## src/rtl/zaf_pkg.sv

```systemverilog
package zaf_pkg;

    typedef enum logic [1:0] {
        MST_CPU  = 2'd0,
        MST_DBG  = 2'd1,
        MST_BOOT = 2'd2,
        MST_RSVD = 2'd3
    } master_e;

    typedef enum logic [1:0] {
        VD_OK     = 2'd0,
        VD_ERR    = 2'd1,
        VD_REBOOT = 2'd2
    } verdict_e;

    typedef enum logic [1:0] {
        ST_IDLE = 2'd0,
        ST_RESP = 2'd1,
        ST_HALT = 2'd2
    } state_e;

endpackage

```

## src/rtl/zaf_zone_lookup.sv

```systemverilog
// Finds the lowest-numbered enabled zone that contains an address.
module zaf_zone_lookup #(
    parameter int AW = 16,
    parameter int NZ = 4,
    localparam int IW = (NZ > 1) ? $clog2(NZ) : 1
) (
    input  logic [AW-1:0]    addr,
    input  logic [NZ*AW-1:0] base_flat,
    input  logic [NZ*AW-1:0] size_flat,
    input  logic [NZ-1:0]    zone_en,
    output logic             hit,
    output logic [IW-1:0]    idx
);

    logic [NZ-1:0] match;
    logic [AW:0]   addr_w;

    assign addr_w = {1'b0, addr};

    genvar g;
    generate
        for (g = 0; g < NZ; g++) begin : g_cmp
            logic [AW:0] lo;
            logic [AW:0] hi;
            assign lo = {1'b0, base_flat[g*AW +: AW]};
            assign hi = lo + {1'b0, size_flat[g*AW +: AW]};
            assign match[g] = zone_en[g] && (addr_w >= lo) && (addr_w < hi);
        end
    endgenerate

    // scanning downward leaves the lowest matching index
    always_comb begin
        hit = |match;
        idx = '0;
        for (int i = NZ - 1; i >= 0; i--) begin
            if (match[i]) idx = IW'(i);
        end
    end

endmodule

```

## src/rtl/zaf_policy.sv

```systemverilog
// Combinational access verdict.
module zaf_policy
    import zaf_pkg::*;
#(
    parameter int            AW         = 16,
    parameter int            NZ         = 4,
    parameter logic [AW-1:0] PATCH_BASE = 16'hE000,
    parameter logic [AW-1:0] PATCH_SIZE = 16'h1000,
    localparam int           IW         = (NZ > 1) ? $clog2(NZ) : 1
) (
    input  logic [AW-1:0] addr,
    input  logic          fetch,
    input  logic [1:0]    master,
    input  logic          tgt_hit,
    input  logic [IW-1:0] tgt_idx,
    input  logic          pc_hit,
    input  logic [IW-1:0] pc_idx,
    input  logic [NZ-1:0] unlock,
    input  logic          sec_active,
    output verdict_e      verdict
);

    localparam logic [AW:0] PATCH_LO = {1'b0, PATCH_BASE};
    localparam logic [AW:0] PATCH_HI = {1'b0, PATCH_BASE} + {1'b0, PATCH_SIZE};

    logic    in_patch;
    logic    same_zone;
    master_e who;

    assign who       = master_e'(master);
    assign in_patch  = ({1'b0, addr} >= PATCH_LO) && ({1'b0, addr} < PATCH_HI);
    assign same_zone = pc_hit && (pc_idx == tgt_idx);

    always_comb begin
        if (fetch && sec_active && in_patch) begin
            verdict = VD_REBOOT;
        end else if (!tgt_hit) begin
            verdict = VD_OK;
        end else if (who != MST_CPU) begin
            verdict = VD_ERR;
        end else if (fetch) begin
            verdict = VD_OK;
        end else if (same_zone && unlock[tgt_idx]) begin
            verdict = VD_OK;
        end else begin
            verdict = VD_ERR;
        end
    end

endmodule

```

## src/rtl/zaf_viol_log.sv

```systemverilog
// Saturating error counter plus first-violation capture.
module zaf_viol_log #(
    parameter int AW    = 16,
    parameter int CNT_W = 16
) (
    input  logic             clk,
    input  logic             rst_n,
    input  logic             clr,
    input  logic             log_en,
    input  logic [AW-1:0]    addr,
    output logic [CNT_W-1:0] count,
    output logic             flag,
    output logic [AW-1:0]    first_addr
);

    logic [CNT_W-1:0] cnt_base;
    logic             flag_base;

    assign cnt_base  = clr ? '0 : count;
    assign flag_base = clr ? 1'b0 : flag;

    always_ff @(posedge clk) begin
        if (!rst_n) begin
            count      <= '0;
            flag       <= 1'b0;
            first_addr <= '0;
        end else if (log_en) begin
            count <= (&cnt_base) ? cnt_base : cnt_base + 1'b1;
            flag  <= 1'b1;
            if (!flag_base) first_addr <= addr;
        end else begin
            count <= cnt_base;
            flag  <= flag_base;
        end
    end

endmodule

```

## src/rtl/zone_access_filter.sv

```systemverilog
// Protected flash zone access filter: request FSM and response registers.
module zone_access_filter
    import zaf_pkg::*;
#(
    parameter int            AW         = 16,
    parameter int            NZ         = 4,
    parameter int            CNT_W      = 16,
    parameter logic [AW-1:0] PATCH_BASE = 16'hE000,
    parameter logic [AW-1:0] PATCH_SIZE = 16'h1000
) (
    input  logic             clk,
    input  logic             rst_n,
    input  logic             req_valid,
    output logic             req_ready,
    input  logic [AW-1:0]    req_addr,
    input  logic             req_fetch,
    input  logic [1:0]       req_master,
    input  logic [AW-1:0]    req_pc,
    input  logic [NZ*AW-1:0] cfg_base,
    input  logic [NZ*AW-1:0] cfg_size,
    input  logic [NZ-1:0]    cfg_en,
    input  logic [NZ-1:0]    cfg_unlock,
    input  logic             dbg_lock_en,
    output logic             rsp_valid,
    input  logic             rsp_ready,
    output logic             rsp_err,
    output logic             dbg_block,
    output logic             reboot_req,
    output logic [CNT_W-1:0] err_count,
    output logic             viol_flag,
    output logic [AW-1:0]    viol_addr,
    input  logic             viol_clr
);

    localparam int IW = (NZ > 1) ? $clog2(NZ) : 1;

    state_e        state, state_nx;
    verdict_e      verdict;
    logic          tgt_hit, pc_hit;
    logic [IW-1:0] tgt_idx, pc_idx;
    logic          accept;
    logic          sec_active;
    logic          rsp_err_q;
    logic          dbg_q;

    assign sec_active = dbg_lock_en | (|cfg_en);
    assign accept     = req_valid && req_ready;

    zaf_zone_lookup #(.AW(AW), .NZ(NZ)) u_tgt (
        .addr      (req_addr),
        .base_flat (cfg_base),
        .size_flat (cfg_size),
        .zone_en   (cfg_en),
        .hit       (tgt_hit),
        .idx       (tgt_idx)
    );

    zaf_zone_lookup #(.AW(AW), .NZ(NZ)) u_pc (
        .addr      (req_pc),
        .base_flat (cfg_base),
        .size_flat (cfg_size),
        .zone_en   (cfg_en),
        .hit       (pc_hit),
        .idx       (pc_idx)
    );

    zaf_policy #(
        .AW(AW), .NZ(NZ), .PATCH_BASE(PATCH_BASE), .PATCH_SIZE(PATCH_SIZE)
    ) u_pol (
        .addr       (req_addr),
        .fetch      (req_fetch),
        .master     (req_master),
        .tgt_hit    (tgt_hit),
        .tgt_idx    (tgt_idx),
        .pc_hit     (pc_hit),
        .pc_idx     (pc_idx),
        .unlock     (cfg_unlock),
        .sec_active (sec_active),
        .verdict    (verdict)
    );

    zaf_viol_log #(.AW(AW), .CNT_W(CNT_W)) u_log (
        .clk        (clk),
        .rst_n      (rst_n),
        .clr        (viol_clr),
        .log_en     (accept && (verdict == VD_ERR)),
        .addr       (req_addr),
        .count      (err_count),
        .flag       (viol_flag),
        .first_addr (viol_addr)
    );

    // state register
    always_ff @(posedge clk) begin
        if (!rst_n) state <= ST_IDLE;
        else        state <= state_nx;
    end

    // transitions: T_ACCEPT, T_TRAP, T_DONE
    always_comb begin
        state_nx = state;
        unique case (state)
            ST_IDLE: if (accept) state_nx = (verdict == VD_REBOOT) ? ST_HALT : ST_RESP;
            ST_RESP: if (rsp_ready) state_nx = ST_IDLE;
            ST_HALT: state_nx = ST_HALT;
            default: state_nx = ST_IDLE;
        endcase
    end

    // state-decoded outputs
    always_comb begin
        req_ready  = 1'b0;
        rsp_valid  = 1'b0;
        reboot_req = 1'b0;
        unique case (state)
            ST_IDLE: req_ready  = 1'b1;
            ST_RESP: rsp_valid  = 1'b1;
            ST_HALT: reboot_req = 1'b1;
            default: req_ready  = 1'b0;
        endcase
    end

    // decision captured at accept
    always_ff @(posedge clk) begin
        if (!rst_n) begin
            rsp_err_q <= 1'b0;
            dbg_q     <= 1'b0;
        end else if (accept) begin
            rsp_err_q <= (verdict == VD_ERR);
            if (master_e'(req_master) == MST_CPU && req_fetch && verdict != VD_REBOOT)
                dbg_q <= tgt_hit;
        end
    end

    assign rsp_err   = rsp_err_q;
    assign dbg_block = dbg_q;

endmodule

```

## config.mk

```make
export PLATFORM = sky130hd
export DESIGN_NAME = zone_access_filter
export DESIGN_NICKNAME = d
export VERILOG_FILES = /design/src/rtl/zaf_pkg.sv /design/src/rtl/zaf_zone_lookup.sv /design/src/rtl/zaf_policy.sv /design/src/rtl/zaf_viol_log.sv /design/src/rtl/zone_access_filter.sv
export SDC_FILE = /design/constraint.sdc
export NUM_CORES = 1
export LEC_CHECK = 0
export ABC_CLOCK_PERIOD_IN_PS = 11700
export BUFFER_PORTS_ARGS = -buffer_cell sky130_fd_sc_hd__buf_4
export CORE_MARGIN = 1.5
export CORE_UTILIZATION = 45
export DETAILED_ROUTE_END_ITERATION = 7
export GPL_ROUTABILITY_DRIVEN = 0
export PLACE_DENSITY = 0.76
export REMOVE_ABC_BUFFERS = 1
export SYNTH_ARGS = -nofsm -noshare
export SYNTH_HDL_FRONTEND = slang
export SYNTH_SLANG_ARGS = --single-unit
```

## constraint.sdc

```tcl
create_clock -name clk -period 11.7 [get_ports clk]
set_clock_uncertainty 0.1 [all_clocks]
set_input_delay 0.585 -clock clk [delete_from_list [all_inputs] [get_ports clk]]
set_output_delay 0.585 -clock clk [all_outputs]
set_load 0.1 [all_outputs]
```

; ---- Yosys cells after proc, flatten, opt, wreduce, memory -nomap -nowiden
; Index checks and enable logic that the tools add are counted.
[classes]
addsub = 5
order_cmp = 19
n_eq_ne = 8
mux = 27
bitwise_logic = 2
reduce_logical = 35
[op_table]
columns = op, n
row1 = < comparator 16 x 17 -> 1 bit, 8
row2 = >= comparator 16 bit, 8
row3 = adder 16 x 16 -> 17 bit, 4
row4 = 2-to-1 mux 16 bit, 3
row5 = 2-to-1 mux 2 bit, 15
row6 = logical AND 1 bit, 25
row7 = adder 16 x 1 -> 16 bit (second input constant), 1
row8 = >= comparator 16 bit (second input constant), 1
row9 = < comparator 16 bit (second input constant), 1
row10 = AND reduction 16 bit, 1
row11 = OR reduction 4 bit, 3
row12 = 2-to-1 mux 1 bit, 7
row13 = != test 2 bit (second input constant), 3
row14 = case mux 2 bit (3 select lines), 1
row15 = AND reduction 2 bit, 3
row16 = equality test 2 x 1 -> 1 bit (second input constant), 2
row17 = equality test 2 bit (second input constant), 2
row18 = logical NOT 2 bit, 2
row19 = < comparator 2 x 3 -> 1 bit (second input constant), 1
row20 = binary-select mux 1 bit (select 2 bit), 1
row21 = equality test 2 bit, 1
row22 = nonzero test 2 bit, 1
row23 = NOT 1 bit, 1
row24 = bitwise OR 1 bit, 1
[totals]
ff_bits = 37
inputBits = 177
output_inout_bits = 38
word_cells = 102

; ---- Logic depth before layout (Yosys ltp)
; Gate-level depths: netlist (run 1).
[logic_depth]
depth_word = 19
mapped_depth = 27
depth_no_buf = 26

; ---- Hierarchy
; From an unflattened synthesis (run 1), not the netlist that was laid out.
[hier_totals]
cells_unflattened = 1692
hier_area_um2 = 13152.6
[by_module_without_submodules]
columns = module, instances, cells_per_inst, area_each_um2, seq_area_each_um2
row1 = zaf_zone_lookup at u_tgt, 1, 731, 5630.4, 0.0
row2 = zaf_zone_lookup at u_pc, 1, 729, 5617.9, 0.0
row3 = zaf_viol_log, 1, 194, 1591.5, 660.6
row4 = zone_access_filter, 1, 26, 215.2, 80.1
row5 = zaf_policy, 1, 12, 97.6, 0.0

; ---- Worst setup path after synthesis (run 1)
; OpenSTA, ideal clock, no wires.
[synth_path]
path_kind = input to register
from = input cfg_base[1]
to = register u_log.count[6]
setup_ps = 123
arrival_time_ps = 5204
required_ps = 11477
setup_slack_ps = 6273
path_stages = 25
n_path_buf = 0
path_cell_list = ha_1 > a21o_1 > a21oi_1 > o21bai_1 > a21oi_1 > o21bai_1 > a21oi_1 > o21bai_1 > a21oi_1 > o21bai_1 > a21oi_1 > xor2_1 > ha_1 > nand2_1 > o21ai_0 > a2111oi_0 > nor2_1 > a211o_1 > a21oi_1 > or2_1 > inv_1 > a221oi_4 > o31ai_4 > or4_1 > mux2i_1
[synth_via]
elab_chain_cells = 15
word_cells_on_any_way = 26
classes_between = add/sub: 1 / order compare: 4 / eq/ne: 2 / mux: 10 / reduce/logical: 9
[synth_rtl]
columns = element, line_no
row1 = start: declaration, zone_access_filter.sv:19  ; input logic [NZ*AW-1:0] cfg_base,
row2 = adder 16 x 16 -> 17 bit or >= comparator 16 bit (tied branches), "zaf_zone_lookup.sv:26, zaf_zone_lookup.sv:27"
row3 = < comparator 16 x 17 -> 1 bit or logical AND 1 bit (tied branches), zaf_zone_lookup.sv:27  ; assign match[g] = zone_en[g] && (addr_w >= lo) && (addr_w < hi);
row4 = logical AND 1 bit, zaf_zone_lookup.sv:27
row5 = 2-to-1 mux 2 bit, zaf_zone_lookup.sv:36  ; if (match[i]) idx = IW'(i);
row6 = binary-select mux 1 bit (select 2 bit) or equality test 2 bit (tied branches), "zaf_policy.sv:43, zaf_policy.sv:32"
row7 = 2-to-1 mux 1 bit (implied by the code) or logical AND 1 bit (tied branches), "zaf_policy.sv:43, zaf_policy.sv:32"
row8 = logical AND 1 bit, zaf_policy.sv:43  ; end else if (same_zone && unlock[tgt_idx]) begin
row9 = 2-to-1 mux 1 bit, zaf_policy.sv:43
row10 = 2-to-1 mux 2 bit, zaf_policy.sv:41  ; end else if (fetch) begin
row11 = 2-to-1 mux 2 bit, zaf_policy.sv:39  ; end else if (who != MST_CPU) begin
row12 = 2-to-1 mux 2 bit *, zaf_policy.sv:37  ; end else if (!tgt_hit) begin
row13 = 2-to-1 mux 2 bit *, zaf_policy.sv:35  ; if (fetch && sec_active && in_patch) begin
row14 = equality test 2 x 1 -> 1 bit *, zone_access_filter.sv:86  ; .log_en (accept && (verdict == VD_ERR)),
row15 = logical AND 1 bit *, zone_access_filter.sv:86
row16 = 2-to-1 mux 16 bit *, zaf_viol_log.sv:27  ; end else if (log_en) begin
row17 = end signal: assignment, zaf_viol_log.sv:28  ; count <= (&cnt_base) ? cnt_base : cnt_base + 1'b1;
row18 = end signal: assignment, zaf_viol_log.sv:32  ; count <= cnt_base;
row19 = end: declaration, zaf_viol_log.sv:11  ; output logic [CNT_W-1:0] count,
; Every way passes the cells marked *; elsewhere a longest branch is shown, timed or not. The select of a mux whose other input is x is not followed.
; A chain may end at the register's enable or synchronous reset.

; ---- Final worst setup path (run 1)
[layout_path]
from = input cfg_base[17]
to = register u_log.first_addr[4]
[layout_via]
elab_chain_cells = 16
word_cells_on_any_way = 28
classes_between = add/sub: 1 / order compare: 4 / eq/ne: 2 / mux: 11 / reduce/logical: 10
[layout_rtl]
columns = element, line_no
row1 = adder 16 x 16 -> 17 bit or >= comparator 16 bit (tied branches), "zaf_zone_lookup.sv:26, zaf_zone_lookup.sv:27"
row2 = < comparator 16 x 17 -> 1 bit or logical AND 1 bit (tied branches), zaf_zone_lookup.sv:27
row3 = logical AND 1 bit, zaf_zone_lookup.sv:27
row4 = 2-to-1 mux 2 bit (2 in a row), zaf_zone_lookup.sv:36
row5 = binary-select mux 1 bit (select 2 bit) or equality test 2 bit (tied branches), "zaf_policy.sv:43, zaf_policy.sv:32"
row6 = 2-to-1 mux 1 bit (implied by the code) or logical AND 1 bit (tied branches), "zaf_policy.sv:43, zaf_policy.sv:32"
row7 = logical AND 1 bit, zaf_policy.sv:43
row8 = 2-to-1 mux 1 bit, zaf_policy.sv:43
row9 = 2-to-1 mux 2 bit, zaf_policy.sv:41
row10 = 2-to-1 mux 2 bit, zaf_policy.sv:39
row11 = 2-to-1 mux 2 bit *, zaf_policy.sv:37
row12 = 2-to-1 mux 2 bit *, zaf_policy.sv:35
row13 = equality test 2 x 1 -> 1 bit *, zone_access_filter.sv:86
row14 = logical AND 1 bit *, zone_access_filter.sv:86
row15 = AND reduction 2 bit (no source line) *, n/a
row16 = end signal: assignment, zaf_viol_log.sv:30  ; if (!flag_base) first_addr <= addr;
row17 = end: declaration, zaf_viol_log.sv:13  ; output logic [AW-1:0] first_addr
; Marks and branches as above.

==> flow_summary.yaml, run 1 <==
power_and_ir_drop:
  clock_power_share_pct: 15.1
  sequentialPowerShare_pct: 14.5
  p_leak_uw: 0.00628
  p_sw_share_pct: 47.3
  p_comb_share_pct: 70.4
  p_sw_uw: 449
  ir_drop_mv: 0.0491
  internal_power_uw: 501
  cellPowerDensity_nw_per_um2: 77.8
worst_setup_path:
  worstPathArrival_ns: 6.42
  crit_slowest_cell: "a2111oi_0"
  crit_path_frequent_cell: "a21oi_1"
  cp.required_ns: 11.75
  critical_path.max_stage_delay_ns: 0.60
  path_max_fanout: 16
  worstSetupStartpointType: "input port"
  path_class: "input port to flip-flop"
  cp-end-kind: "flip-flop"
floorplanning:
  core.rowCount: 54
  die_w_um: 153
  initial_core_util_pct: 46.2
  die_height_um: 153
  coreArea_um2: 22000
  die-area_um2: 23500
  boundaryPins: 215
route:
  drt_iter0_drc: 480
  via_count: 10015
  drtPass1Iterations: 7
  antenna_left: 0
  routedWlPerCell_um: 17.6
  viasPerCell: 5.79
  drt-total-wl_mm: 30.4
  remaining_drc_errors: 15
logic_synthesis:
  syn_area_per_cell_um2: 8.19
  synth_area_um2: 10200
  netlist_instances: 1239
  ys_seq_area_share_pct: 7.30
  synth.most_common_cell: "ha_1"
  yosysUniqueCellTypes: 87
  synth_edf_count: 0
  synthTopCellsByArea: "ha_1 38%, dfxtp_1 7.3%, a21oi_1 5.0%"
  synthFlopType: "dfxtp_1"
  yosysTopAreaCellShare_pct: 37.6
  synthArstFlopShare_pct: 0
  yosys.area.top_type: "ha_1"
  yosys_warnings: 0
  ys_ff_latch: 37
  synth_commonest_cells: "305 x ha_1, 101 x a21oi_1, 97 x nand2_1"
clock_tree:
  cts_tree: "built"
  post_cts_buffers: 0
  cts_resized: 0
  clock_path_buffers: 2
  cts_root_buf: "clkbuf_16"
  clk_pin_slew_ns: 0.06
  cts_buffers: 5
  insertion_delay_ns: 0.29
  cts.sinks: 37
  cts_max_level: 2
  holdBufCountCts: 0
sta:
  max_slew_margin_pct: 48.7
  final-max-slew-violation-count: 0
  tns_ns: 0
  fin_crit_ns: 6.37
  setup_viol: 0
  setup_slack_ns: 5.33
  worstMarginPinSlew_ns: 0.764
  rsz0062_at_grt: "false"
  hold_viol_final: 0
  finalCritPeriodShare_pct: 54.5
  clock.fmax_ghz: 0.157
  holdWs_ns: 0.361
place:
  port_buffers: 214
  placed_cell_area_um2: 12100
  pre_cts_ws_ns: 5.17
  dp_hpwl_mm: 26.1
flow_run:
  cap_viol_max_count: 0
global_routing:
  grt_use_total_pct: 25.4
  antenna_found_initial: 0
  grt_max_degree: 46
  grt_pass1_wl_mm: 48.8
  grt_pass1_vias: 9758
  grt-ovfl-total: 0
worst_hold_path:
  hold_class: "flip-flop to flip-flop"
cells_and_area:
  syn_to_final_growth_pct: 20.2
  fin_util_pct: 55.6
  finalNetCount: 1936
  antenna_cells: 0
  n_fill_cell: 2062
  drive_above_1_share_pct: 17.4
  fin_area_um2: 12200
run_status:
  outcome: "complete, but fails checks"
  violations: "design-rule violations"
-- layer usage --
layer | routed length (µm) | share of wire, % | up-vias | global-route usage, %
met3 | 1710 | 5.6 | 55 | 2.84
met2 | 13900 | 46 | 298 | 43.0
li1 | - | - | 5108 | -
met4 | 812 | 2.7 | 0 | 7.38
met1 | 14000 | 46 | 4554 | 33.9
met5 | 0 | 0 | - | 0
-- power by group through the flow --
stage	sequential, µW	clock, µW	combinational (µW)
2_1_floorplan	186	0	418
3_3_place_gp	140	0	638
3_5_place_dp	140	0	661
4_1_cts	138	145	665
5_1_grt	139	150	750
6_report	138	143	669
-- per-stage QoR --
step                      instances  power, µW
final                          1731        950
after global routing           1731       1040
after CTS                      1731        948
after detailed placement       1723        801
after global placement         1723        779
after floorplan                1229        604
-- cells in the final DEF, fill, tap and decap left out, drive strengths merged, types with 3 or more instances in the layout --
master   netlist  layout
a211oi        13      13
nor3          13      13
o21a          21      21
o211a          4       4
a41o           3       3
a21o          60      60
a31oi         17      17
nor2b         20      20
buf            3     214
nand2b        24      24
xor2          27      27
xnor2         28      28
inv           89      89
o211ai        16      16
clkinv         1       3
and2           4       4
o31a           3       3
mux2i         26      26
and3          10      10
or3           13      13
o31ai          8       8
a21oi        106     106
a211o         12      12
dfxtp         37      37
nand4         17      17
o2111ai        4       4
a2111oi       10      10
fa             4       4
nor2          53      53
or4            5       5
a221oi         7       7
o21ai         79      79
o21bai        13      13
clkbuf         7       6
nand3         35      35
or2            6       6
nor4           4       4
and4           5       5
nand2         97      97
ha           305     305
-- registers in the layout, indices dropped and copies added, names as in the netlist --
| signal | flops |
|---|---|
| state | 2 |
| u_log.count | 16 |
| rsp_err | 1 |
| u_log.flag | 1 |
| dbg_block | 1 |
| u_log.first_addr | 16 |
-- path summary, 6_finish.rpt --
kind,start,to,slack (ns),cells after the start
setup / recovery,cfg_base[17],u_log.first_addr[4]$_SDFFE_PN0P_,5.33,25
hold / removal,u_log.first_addr[9]$_SDFFE_PN0P_,u_log.first_addr[9]$_SDFFE_PN0P_,0.36,2
setup reg to reg,u_log.count[1]$_SDFF_PN0_,u_log.count[5]$_SDFF_PN0_,8.97,8
hold reg to reg,u_log.first_addr[9]$_SDFFE_PN0P_,u_log.first_addr[9]$_SDFFE_PN0P_,0.36,2
-- critical path, delay by kind of cell --
family / cells / cell delay [ns]
multiplexers: 1 / 0.18
AO/OA/AOI/OAI: 19 / 4.46
adder cells (fa/ha/maj): 2 / 0.57
XOR/XNOR: 1 / 0.26
buffers and inverters: 1 / 0.13
AND/OR/NAND/NOR: 1 / 0.22
-- final cells by class --
| cell class | instances | area [µm²] | area share (%) |
|---|---|---|---|
| inverter | 90 | 338 | 2.77 |
| multi-input combinational | 1102 | 9020 | 73.9 |
| clock inverter | 2 | 13.8 | 0.113 |
| tap | 280 | 350 | 2.87 |
| sequential | 37 | 741 | 6.07 |
| clock buffer | 6 | 139 | 1.14 |
| timing repair buffer | 214 | 1610 | 13.2 |
-- cells by family after synthesis --
family	share of synthesized area, %
xor+xnor	4.89
simple gates	15.3
fa+ha+maj	38.6
mux	2.79
compound gates	27.2
buf+inv	3.86
flops	7.30
Note: power is estimated with default switching activity, not from simulation.
==> run 2: changes to the inputs <==
--- a/config.mk
+++ b/config.mk
@@ -5,7 +5,7 @@
 export SDC_FILE = /design/constraint.sdc
 export NUM_CORES = 1
 export LEC_CHECK = 0
-export ABC_CLOCK_PERIOD_IN_PS = 11700
+export ABC_CLOCK_PERIOD_IN_PS = 6300
 export BUFFER_PORTS_ARGS = -buffer_cell sky130_fd_sc_hd__buf_4
 export CORE_MARGIN = 1.5
 export CORE_UTILIZATION = 45
==> constraint.sdc (replaced) <==
create_clock -name clk -period 6.3 [get_ports clk]
set_clock_uncertainty 0.1 [all_clocks]
set_input_delay 0.315 -clock clk [delete_from_list [all_inputs] [get_ports clk]]
set_output_delay 0.315 -clock clk [all_outputs]
set_load 0.1 [all_outputs]
==> run 2 against run 1 <==
Effect of this change:
- the run still ends with design-rule violations left
- sequential cell count unchanged
- global-route usage down 0.11 points
- combinational power is 88% higher
- critical endpoint is now u_log.count[6]$_SDFF_PN0_
- critical path type unchanged
- via count up 2.1%
- clock power grew 140%
==> flow_summary.yaml, run 2 (synthesized netlist as in run 1, its figures left out) <==
route:
  viasPerCell: 5.89
  remaining_drc_errors: 15
  via_count: 10221
  drt-total-wl_mm: 30.8
  drt_iter0_drc: 473
  drtPass1Iterations: 7
  antenna_left: 0
  routedWlPerCell_um: 17.7
floorplanning:
  boundaryPins: 215
  die-area_um2: 23500
  initial_core_util_pct: 46.2
  die_w_um: 153
  coreArea_um2: 22000
  die_height_um: 153
  core.rowCount: 54
flow_run:
  cap_viol_max_count: 0
worst_setup_path:
  crit_path_frequent_cell: "a21oi_1"
  cp.required_ns: 6.38
  r2r_end: "u_log.count[13]$_SDFF_PN0_"
  r2r_slack_ns: 3.43
  worstPathArrival_ns: 5.95
  r2r_start: "u_log.count[0]$_SDFF_PN0_"
  cp-end-kind: "flip-flop"
  reg2reg_depth: 8
  path_class: "input port to flip-flop"
  crit_slowest_cell: "or4_1"
  crit_start: "cfg_base[17]"
  worstSetupStartpointType: "input port"
  path_max_fanout: 6
  critical_path.max_stage_delay_ns: 0.56
clock_tree:
  cts_tree: "built"
  cts.sinks: 37
  holdBufCountCts: 0
  cts_max_level: 2
  clk_pin_slew_ns: 0.06
  clock_path_buffers: 2
  cts_root_buf: "clkbuf_16"
  cts_buffers: 5
  insertion_delay_ns: 0.29
cells_and_area:
  top_regs: "u_log.count (16), u_log.first_addr (16), state (2)"
  mostFrequentLayoutCells: "305 x ha_1, 216 x buf_4, 101 x a21oi_1"
  final_common_cell: "ha_1"
  fin_area_um2: 12300
  syn_to_final_growth_pct: 21.1
  finalNonFillerCells: 1735
  drive_above_1_share_pct: 17.7
  finalNetCount: 1940
  antenna_cells: 0
run_status:
  outcome: "complete, but fails checks"
  violations: "design-rule violations"
global_routing:
  grtUsageMet2_pct: 44.2
  grt_pass1_vias: 9745
  antenna_found_initial: 0
  grt-ovfl-total: 0
  grt_util_met3_pct: 2.89
  grt_use_total_pct: 25.3
  grt_pass1_wl_mm: 48.4
  use_met1_pct: 33.4
  grt_max_degree: 46
  grt_busiest_layer: "met2"
sta:
  setup_slack_ns: 0.427
  finalCritPeriodShare_pct: 93.2
  worstMarginPinSlew_ns: 0.853
  hold_viol_final: 0
  clock.fmax_ghz: 0.170
  fin_crit_ns: 5.87
  setup_viol: 0
  max_slew_margin_pct: 42.7
  final-max-slew-violation-count: 0
place:
  port_buffers: 214
  dp_cells: 1725
  dp_hpwl_mm: 26.1
  pre_cts_ws_ns: 0.140
  placed_cell_area_um2: 12100
power_and_ir_drop:
  ir_drop_mv: 0.0948
  p_leak_uw: 0.00632
  cellPowerDensity_nw_per_um2: 151
  p_total_uw: 1860
worst_hold_path:
  hold_class: "input port to flip-flop"
  hold_end: "state[0]$_SDFFE_PN0P_"
  min-delay-start: "rsp_ready"
  whs_path_depth: 3
-- run 2: cell types whose count changed in the layout (fill, tap and decap cells not counted), sizes merged --
cell    previous run  this run
clkbuf             6         5
clkinv             3         1
o31ai              8         9
bufinv             0         2
buf              214       217
inv               89        90
-- run 2: cell type report --
cell class / instances / area [µm²]
Clock inverter: 3 / 68.8
Inverter: 90 / 338
Sequential cell: 37 / 741
Tap cell: 280 / 350
Multi-Input combinational cell: 1103 / 9030
Clock buffer: 5 / 125
Fill cell: 2056 / 9660
Timing Repair Buffer: 217 / 1640
-- run 2: timing repair --
| item | in CTS | in global routing |
|---|---|---|
| setup buffers | 0 | 1 |
| endpoints found under the setup margin | 0 | 30 |
| resized for setup | 0 | 2 |
-- run 2: through the flow --
| stage | utilization [%] | hold slack [ns] | TNS (ns) |
|---|---|---|---|
| global route | 56.0 | 0.210 | -0.0411 |
| detailed placement | 55.0 | 0.353 | 0 |
| floorplan | - | 0.339 | 0 |
| CTS | 55.9 | 0.201 | 0 |
| finish | 56.0 | 0.204 | 0 |
| global placement | 55.0 | 0.344 | 0 |
-- run 2: report_power, final --
group	internal, µW	switching, µW	leakage, µW	total, µW
clock	229	117	0.0000944	345
combinational	531	726	0.00593	1260
sequential	247	8.90	0.000300	256
-- run 2: how the worst max path moves through the flow --
stage / to / cells after the start / slack (ns)
floorplan: u_log.count[6]$_SDFF_PN0_ / 25 / 1.10
global placement: u_log.first_addr[0]$_SDFFE_PN0P_ / 26 / 0.41
detailed placement: u_log.first_addr[3]$_SDFFE_PN0P_ / 26 / 0.14
CTS: u_log.first_addr[13]$_SDFFE_PN0P_ / 26 / 0.40
global route: u_log.count[6]$_SDFF_PN0_ / 25 / -0.02
finish: u_log.count[6]$_SDFF_PN0_ / 26 / 0.43
-- run 2: worst max-delay path, delay by kind of cell --
kind / cells / cell delay, ns
AOI/OAI and AO/OA: 16 / 3.62
xor gates and xnor gates: 1 / 0.11
adders and majority gates: 2 / 0.50
buffers and inverters: 2 / 0.23
muxes: 1 / 0.13
and+or+nand+nor: 4 / 1.06
-- run 2: per-layer routing --
metal	part of all wire (%)	vias to the layer above
li1	-	5132
met1	46	4757
met2	47	290
met3	5.3	42
met4	1.9	0
met5	0	-
